==> config.mk <==
export PLATFORM = sky130hd
export DESIGN_NAME = gpr_dual31_file
export DESIGN_NICKNAME = d
export VERILOG_FILES = /design/src/rtl/gpr_pkg.sv /design/src/rtl/gpr_store.sv /design/src/rtl/gpr_rd_port.sv /design/src/rtl/gpr_dual31_file.sv
export SDC_FILE = /design/constraint.sdc
export NUM_CORES = 2
export LEC_CHECK = 0
export BUFFER_PORTS_ARGS = -buffer_cell sky130_fd_sc_hd__buf_2
export CAP_MARGIN = 40
export CORE_UTILIZATION = 25
export CTS_BUF_LIST = sky130_fd_sc_hd__clkbuf_4
export DETAILED_ROUTE_END_ITERATION = 8
export HOLD_SLACK_MARGIN = 0.02
export PLACE_DENSITY_LB_ADDON = 0.25
export SYNTH_ARGS = -nofsm -noshare
export SYNTH_HDL_FRONTEND = slang
export SYNTH_SLANG_ARGS = --single-unit
==> constraint.sdc <==
create_clock -name clk -period 4.05 [get_ports clk]
set_input_delay 1.0125 -clock clk [delete_from_list [all_inputs] [get_ports clk]]
set_output_delay 1.0125 -clock clk [all_outputs]
set_load 0.01 [all_outputs]
==> src/rtl/gpr_pkg.sv <==
package gpr_pkg;

    localparam int XLEN = 64;
    localparam int HLEN = XLEN / 2;

    // Read width selector; encoding is part of the port contract.
    typedef enum logic [1:0] {
        SZ_BYTE = 2'b00,
        SZ_HALF = 2'b01,
        SZ_WORD = 2'b10,
        SZ_FULL = 2'b11
    } rsize_e;

    // Narrow and extend a raw register value to XLEN bits.
    function automatic logic [XLEN-1:0] fit_value(
        input logic [XLEN-1:0] v,
        input rsize_e          sz,
        input logic            sx
    );
        logic [XLEN-1:0] r;
        case (sz)
            SZ_BYTE: r = sx ? {{(XLEN-8){v[7]}},   v[7:0]}
                            : {{(XLEN-8){1'b0}},   v[7:0]};
            SZ_HALF: r = sx ? {{(XLEN-16){v[15]}}, v[15:0]}
                            : {{(XLEN-16){1'b0}},  v[15:0]};
            SZ_WORD: r = sx ? {{(XLEN-32){v[31]}}, v[31:0]}
                            : {{(XLEN-32){1'b0}},  v[31:0]};
            default: r = v;
        endcase
        return r;
    endfunction

endpackage

==> src/rtl/gpr_store.sv <==
module gpr_store
    import gpr_pkg::*;
#(
    parameter int NREG = 32,
    localparam int AW  = $clog2(NREG)
) (
    input  logic                       clk,
    input  logic                       rst,
    input  logic                       wr_en,
    input  logic [AW-1:0]              wr_idx,
    input  logic                       wr_sp,
    input  logic                       wr_full,
    input  logic [XLEN-1:0]            wr_data,
    output logic [NREG-1:0][XLEN-1:0]  regs
);

    localparam logic [AW-1:0] SP_IDX = AW'(NREG - 1);

    typedef struct packed {
        logic [NREG-1:0][XLEN-1:0] regs;
    } store_t;

    store_t st_d, st_q;
    logic   wr_sink;

    assign wr_sink = (wr_idx == SP_IDX) && !wr_sp;

    always_comb begin
        st_d = st_q;
        if (wr_en && !wr_sink) begin
            if (wr_full)
                st_d.regs[wr_idx] = wr_data;
            else
                st_d.regs[wr_idx] = {{HLEN{1'b0}}, wr_data[HLEN-1:0]};
        end
        if (rst)
            st_d = '0;
    end

    always_ff @(posedge clk) begin
        st_q <= st_d;
    end

    assign regs = st_q.regs;

    AST_SINK_KEEPS_SP: assert property (@(posedge clk) disable iff (rst)
        (wr_en && wr_idx == SP_IDX && !wr_sp) |=>
            (st_q.regs[SP_IDX] == $past(st_q.regs[SP_IDX])));

    AST_FULL_WRITE: assert property (@(posedge clk) disable iff (rst)
        (wr_en && wr_full && !wr_sink) |=>
            (st_q.regs[$past(wr_idx)] == $past(wr_data)));

    AST_HALF_WRITE_UPPER: assert property (@(posedge clk) disable iff (rst)
        (wr_en && !wr_full && !wr_sink) |=>
            (st_q.regs[$past(wr_idx)][XLEN-1:HLEN] == '0));

    AST_RESET_CLEARS: assert property (@(posedge clk)
        rst |=> (st_q.regs == '0));

endmodule

==> src/rtl/gpr_rd_port.sv <==
module gpr_rd_port
    import gpr_pkg::*;
#(
    parameter int NREG = 32,
    localparam int AW  = $clog2(NREG)
) (
    input  logic [NREG-1:0][XLEN-1:0] regs,
    input  logic [AW-1:0]             idx,
    input  logic                      sp_sel,
    input  logic [1:0]                size,
    input  logic                      sext,
    output logic [XLEN-1:0]           data
);

    localparam logic [AW-1:0] SP_IDX = AW'(NREG - 1);

    logic [XLEN-1:0] raw;

    always_comb begin
        if (idx == SP_IDX && !sp_sel)
            raw = '0;
        else
            raw = regs[idx];
        data = fit_value(raw, rsize_e'(size), sext);
    end

endmodule

==> src/rtl/gpr_dual31_file.sv <==
module gpr_dual31_file
    import gpr_pkg::*;
#(
    parameter int NREG = 32,
    localparam int AW  = $clog2(NREG),
    localparam int NRD = 2
) (
    input  logic            clk,
    input  logic            rst,
    input  logic            wr_en,
    input  logic [AW-1:0]   wr_idx,
    input  logic            wr_sp,
    input  logic            wr_full,
    input  logic [XLEN-1:0] wr_data,
    input  logic [AW-1:0]   ra_idx,
    input  logic            ra_sp,
    input  logic [1:0]      ra_size,
    input  logic            ra_sext,
    output logic [XLEN-1:0] ra_data,
    input  logic [AW-1:0]   rb_idx,
    input  logic            rb_sp,
    input  logic [1:0]      rb_size,
    input  logic            rb_sext,
    output logic [XLEN-1:0] rb_data
);

    localparam logic [AW-1:0] SP_IDX = AW'(NREG - 1);

    logic [NREG-1:0][XLEN-1:0] regs;
    logic [AW-1:0]             p_idx  [NRD];
    logic                      p_sp   [NRD];
    logic [1:0]                p_size [NRD];
    logic                      p_sext [NRD];
    logic [XLEN-1:0]           p_data [NRD];

    gpr_store #(.NREG(NREG)) u_store (
        .clk     (clk),
        .rst     (rst),
        .wr_en   (wr_en),
        .wr_idx  (wr_idx),
        .wr_sp   (wr_sp),
        .wr_full (wr_full),
        .wr_data (wr_data),
        .regs    (regs)
    );

    assign p_idx[0]  = ra_idx;   assign p_idx[1]  = rb_idx;
    assign p_sp[0]   = ra_sp;    assign p_sp[1]   = rb_sp;
    assign p_size[0] = ra_size;  assign p_size[1] = rb_size;
    assign p_sext[0] = ra_sext;  assign p_sext[1] = rb_sext;
    assign ra_data   = p_data[0];
    assign rb_data   = p_data[1];

    for (genvar g = 0; g < NRD; g++) begin : g_rd
        gpr_rd_port #(.NREG(NREG)) u_port (
            .regs   (regs),
            .idx    (p_idx[g]),
            .sp_sel (p_sp[g]),
            .size   (p_size[g]),
            .sext   (p_sext[g]),
            .data   (p_data[g])
        );

        AST_ZERO_SLOT_READ: assert property (@(posedge clk) disable iff (rst)
            (p_idx[g] == SP_IDX && !p_sp[g]) |-> (p_data[g] == '0));

        AST_BYTE_SIGNED: assert property (@(posedge clk) disable iff (rst)
            (p_size[g] == 2'b00 && p_sext[g]) |->
                (p_data[g][XLEN-1:8] == {(XLEN-8){p_data[g][7]}}));

        AST_NARROW_UNSIGNED: assert property (@(posedge clk) disable iff (rst)
            (p_size[g] == 2'b01 && !p_sext[g]) |->
                (p_data[g][XLEN-1:16] == '0));
    end

endmodule

; Word level (Yosys, flattened, before mapping)
; Cells that the tools add are included.
[word_totals]
register_bits = 2048
output_inout_bits = 128
wordCells = 73
in_bits = 92
[op_classes]
n_reduce_logical = 11
n_eq_ne = 7
n_lt_le_gt_ge = 4
n_mux = 19
[ops]
columns = operator, count
row1 = $bwmux W2048, 2
row2 = $mux W2048, 1
row3 = $mux W64, 11
row4 = $bmux W64 S5, 2
row5 = $pmux W64 S3, 2
row6 = $demux W64 S5, 1
row7 = $lt A5 B6 Y1 const B, 3
row8 = $eq A5 B5 Y1 const B, 3
row9 = $ge A5 B1 Y1 const B, 1
row10 = $logic_and A1 B1 Y1, 5
row11 = $eq A2 B1 Y1 const B, 2
row12 = $eq A2 B2 Y1 const B, 2
row13 = $logic_not A1 Y1, 4
row14 = $logic_not A2 Y1, 2

; Depth between registers and ports, before layout
[logic_depth]
ltp_word = 6
ltp_mapped = 12
ltp_nobuf = 7

; Modules after synthesis
; A second synthesis with hierarchy kept.
[unflattened]
hier_cells = 9612
area_unflattened_um2 = 112018.7
[by_module_without_submodules]
columns = mod, area_each_um2, instances, cells_per_inst
row1 = gpr_store, 78439.0, 1, 6884
row2 = gpr_rd_port, 16789.9, 2, 1364

; Least setup slack after synthesis
; Ideal clock, no wire load.
[synth_timing]
path_type = input to output
from = input port ra_idx[0]
to = output port ra_data[47]
arrival_ns = 2.892
required_ns = 3.038
path_stages = 9
setup_slack_ns = 0.145
n_path_buf = 4
path_cell_list = buf_2 -> buf_4 -> buf_2 -> buf_2 -> mux4_2 -> a22oi_1 -> nand4_1 -> nand2_1 -> nand3_1
[synth_between]
elab_chain_len = 5
elab_cells_between_ends = 9
[synth_rtl]
columns = item, line
row1 = from (decl), gpr_dual31_file.sv:15  ; input logic [AW-1:0] ra_idx,
row2 = $bmux W64 S5 / $eq A5 B5 Y1 (equally long branches), "gpr_rd_port.sv:23, gpr_rd_port.sv:20"
row3 = $mux W64 (implied by the code) / $logic_and A1 B1 Y1 (equally long branches), "gpr_rd_port.sv:23, gpr_rd_port.sv:20"
row4 = $mux W64 (*), gpr_rd_port.sv:20  ; if (idx == SP_IDX && !sp_sel)
row5 = $mux W64 (on tied branches), "gpr_pkg.sv:26, gpr_pkg.sv:22, gpr_pkg.sv:24"
row6 = $pmux W64 S3 (*), gpr_pkg.sv:21  ; case (sz)
row7 = to (decl), gpr_dual31_file.sv:19  ; output logic [XLEN-1:0] ra_data,
; Every way passes the cells marked *; elsewhere a longest branch is shown, timed or not. The select of a mux whose other input is x is not followed.

==> reports/summary.log <==
qor: detailed_routing.ant_nets 0
qor: synthesis.synth_xor_area_share 0%
qor: clocking.cts_tree built
qor: critical_path.critical_path.cell_chain mux2i_1 -> a22oi_1 -> nand3_1 -> o21ai_2 -> a22oi_4 -> o311ai_4 -> buf_12 -> buf_12 -> buf_4 -> a221o_2 -> buf_6
qor: critical_path.required 3040 ps
qor: sta.final-hold-violation-count 0
qor: sta.worst_slack -745 ps
qor: synthesis.synthCells 11900
qor: layout.post_route_cells_drive_above_1_share 26.0%
qor: clocking.clock_insertion_delay_worst_skew 1570 ps
qor: layout.utilization 31.0%
qor: die.fp.dieH 647 um
qor: critical_path.rrSetupSlack 3300 ps
qor: pwr.design_power_total 0.0457 W
qor: sta.max_slew_margin 37.0%
qor: synthesis.post_synth_adder_cell_area 0%
qor: placement.final_hpwl_dp 315 mm
qor: die.chipWidth 647 um
qor: clocking.cts_root_buffer clkbuf_4
qor: layout.fill_cells 43400
qor: synthesis.synth_enable_flop_cells 0
qor: critical_path.crit_path_max_delay_cell_type a221o_2
qor: sta.worstMarginPinSlew 945 ps
qor: critical_path.crit_top_cell buf_12
qor: grt.number_of_antenna_violations_at_the_first_check_in_global_routing 43
qor: detailed_routing.drt_drc_violations_left 0
qor: synthesis.most_used_flip_flop_cell_after_synthesis dfxtp_1
qor: synthesis.ys_types 47
qor: die.ios 220
qor: critical_path.end_kind output port
qor: grt.globalRouteOverflowTotal 0
qor: min_path.whs_endpoint u_store.regs[1525]$_SDFFE_PP0P_
qor: run_status.status finished, violations left
qor: die.core 413000 sq um
qor: sta.fmax 0.209 GHz
qor: detailed_routing.vias_cell 5.31
qor: grt.grt_max_degree 139
qor: sta.setup_viol_count_final 128
qor: critical_path.crit_path_max_fanout 5
qor: detailed_routing.drt-wirelength-per-cell 27.8 um
qor: layout.final_cell_area 128000 sq um
qor: run_status.failing_checks negative setup slack
qor: synthesis.mean_post_synth_cell_area 8.74 sq um
qor: die.num_rows 236
qor: layout.final_net_count 12500
qor: detailed_routing.postRouteWirelength 508 mm
qor: synthesis.yosys-mux-area-fraction 25.0%
qor: sta.rsz0062_at_grt yes
qor: clocking.clk_pin_slew_worst_paths 60 ps
qor: critical_path.timing.critical_path.arrival 3780 ps
qor: pwr.irDropWorstVdd 0.000266 V
qor: placement.finalWeightedCongestion 0.864
qor: synthesis.yosys.area_share.simple 17.1%
qor: synthesis.post_synthesis_register_bit_count 2048
qor: placement.buffer_ports.inserted 219
qor: grt.vias_in_the_first_global_route 92900
qor: sta.post_route_minimum_period 4790 ps
qor: min_path.hp-class input port to register
qor: placement.placement.cell_area 117000 sq um
qor: min_path.min-delay-start wr_data[53]
qor: layout.post_synthesis_to_final_layout_area_growth 23.2%
qor: synthesis.synth-compound-area-share 13.1%
qor: die.start_util 25.1%
qor: synthesis.ys_async_sr_fraction 0%
qor: detailed_routing.drt_first_pass_iters 6
qor: synthesis.synth-warning-count 0
qor: placement.preCtsSetupSlack -654 ps
qor: synthesis.synth_top_family_by_area multiplexers
qor: synthesis.synth.yosys.seq_area_share 39.5%
qor: critical_path.length_in_cells_of_the_worst_reg_to_reg_path 3
qor: detailed_routing.drtIter0Drc 11000
qor: grt.grt_pass1_wl 715 mm
qor: die.floorplan.die_area 418000 sq um
qor: detailed_routing.via_total_after_detailed_routing 97200
qor: min_path.worstHoldPathCells 5
qor: clocking.cts_buffer_depth 4
qor: clocking.clock_sinks 2048
qor: pwr.leakagePower 43.2 nW
qor: grt.grt_usage 23.5%
qor: critical_path.slowest_delay 400 ps
qor: critical_path.worst_setup_path_start_kind register
qor: sta.skew 0 ps
qor: critical_path.timing_worst_setup_path_type register to output port
qor: sta.slew_violations 0
qor: synthesis.mappedNetlistArea 104000 sq um
qor: synthesis.syn-num-nets 12000
qor: sta.final_worst_path_cycle_share 118%
qor: clocking.clock_tree.htree_level_count 6
qor: pwr.power_density_cells 358 nW/um^2
qor: run.max_cap_viol_count 0
qor: clocking.cts-buffers-inserted 592
worst max-delay path by stage:
| stage | start | to | slack, ps | cells past startpoint |
|---|---|---|---|---|
| 6_report | register | rb_data[41] | -740 | 11 |
| 5_1_grt | register | rb_data[50] | -850 | 11 |
| 4_1_cts | register | rb_data[39] | -850 | 11 |
| 3_5_place_dp | rb_idx[0] | rb_data[45] | -650 | 10 |
| 3_3_place_gp | rb_idx[0] | rb_data[45] | -660 | 10 |
| 2_1_floorplan | ra_idx[0] | ra_data[47] | 150 | 9 |
synth_stat cells (2+ instances only):
cell	instances	area share, %
clkinv_1	25	0.090
nor3b_1	2	0.014
nor2_2	2	0.012
or2_2	3	0.018
nor3_1	3	0.014
mux2i_1	437	4.2
nand2b_1	11	0.066
clkbuf_1	987	3.6
a22oi_1	201	1.5
and3_1	7	0.042
nand3_1	112	0.54
o21ai_1	12	0.058
nor2_1	63	0.23
dfxtp_1	2048	39
nand4_1	34	0.20
nand3b_1	2	0.014
nand2_1	4269	15
buf_6	28	0.30
nor2b_1	45	0.27
o22ai_1	12	0.072
mux4_2	957	21
buf_2	159	0.77
o221ai_1	33	0.28
inv_1	50	0.18
buf_1	17	0.061
a21oi_1	2166	10
nand4b_1	2	0.017
a221o_1	32	0.31
o221ai_2	4	0.058
o21ai_0	33	0.16
buf_4	43	0.31
and2_1	40	0.24
a211oi_1	33	0.24
power by group:
part	switching, W	internal [W]	total, W
clock	0.00983	0.0108	0.0206
sequential	0.0000867	0.0203	0.0203
combinational	0.00305	0.00176	0.00482
total	0.0130	0.0328	0.0457
per-stage QoR:
step	instances	TNS (ps)	hold WS [ps]
floorplan	11900	0	443
global placement	17200	-43010	450
detailed placement	17200	-41710	455
CTS	18300	-81190	20.4
global route	18300	-82790	97.0
finish	18300	-67350	137
cell families (layout without fill, tap and decap cells):
group / count (synthesis) / in the layout
simple gates: 4600 / 4600
compound gates: 2534 / 2534
flops: 2048 / 2048
mux: 1394 / 1394
buf+inv: 1310 / 2235
other cells: 0 / 18
area by class of cell:
class / count / area, sq um / area share [%]
clock buffers: 866 / 6500 / 5.08
repair buffers: 1150 / 12800 / 10.0
flip-flops and latches: 2048 / 41100 / 32.1
inverters: 76 / 295 / 0.231
diodes: 18 / 45.0 / 0.0352
well taps: 5474 / 6850 / 5.35
multi-input cells: 8528 / 59200 / 46.3
clock inverters: 143 / 1060 / 0.829
worst max-delay path, delay by kind of cell, from the launching register on:
kind	cells	cell delay [ps]
AOI/OAI and AO/OA	5	960
buffers and inverters	4	610
DFF	1	330
muxes	1	140
and+or+nand+nor	1	120
placed cells by master, fill, tap and decap left out, types with 114 or more instances in the layout:
master    count
mux4_2      957
buf_2       130
buf_12      295
a22oi_1     201
clkbuf_4    866
nand2_1    4222
dfxtp_1    1944
clkinv_1    114
buf_4       554
a21oi_1    2151
mux2i_1     429
repair_timing:
item                                    4_1_cts  5_1_grt
hold buffers                                 43        0
gates cloned                                  7        1
hold endpoints to repair                   1120        0
endpoints found under the setup margin      128      128
resized for setup                           374      109
buffers inserted                             24       13
pin swaps                                    72       38
layer usage:
metal,GRT usage (%),vias up,share of wire [%]
met3,3.89,1100,8.1
met5,0,-,0.024
li1,-,42700,-
met1,30.5,48500,40
met2,37.7,4841,46
met4,11.9,18,5.4
(Power assumes the default switching activity.)
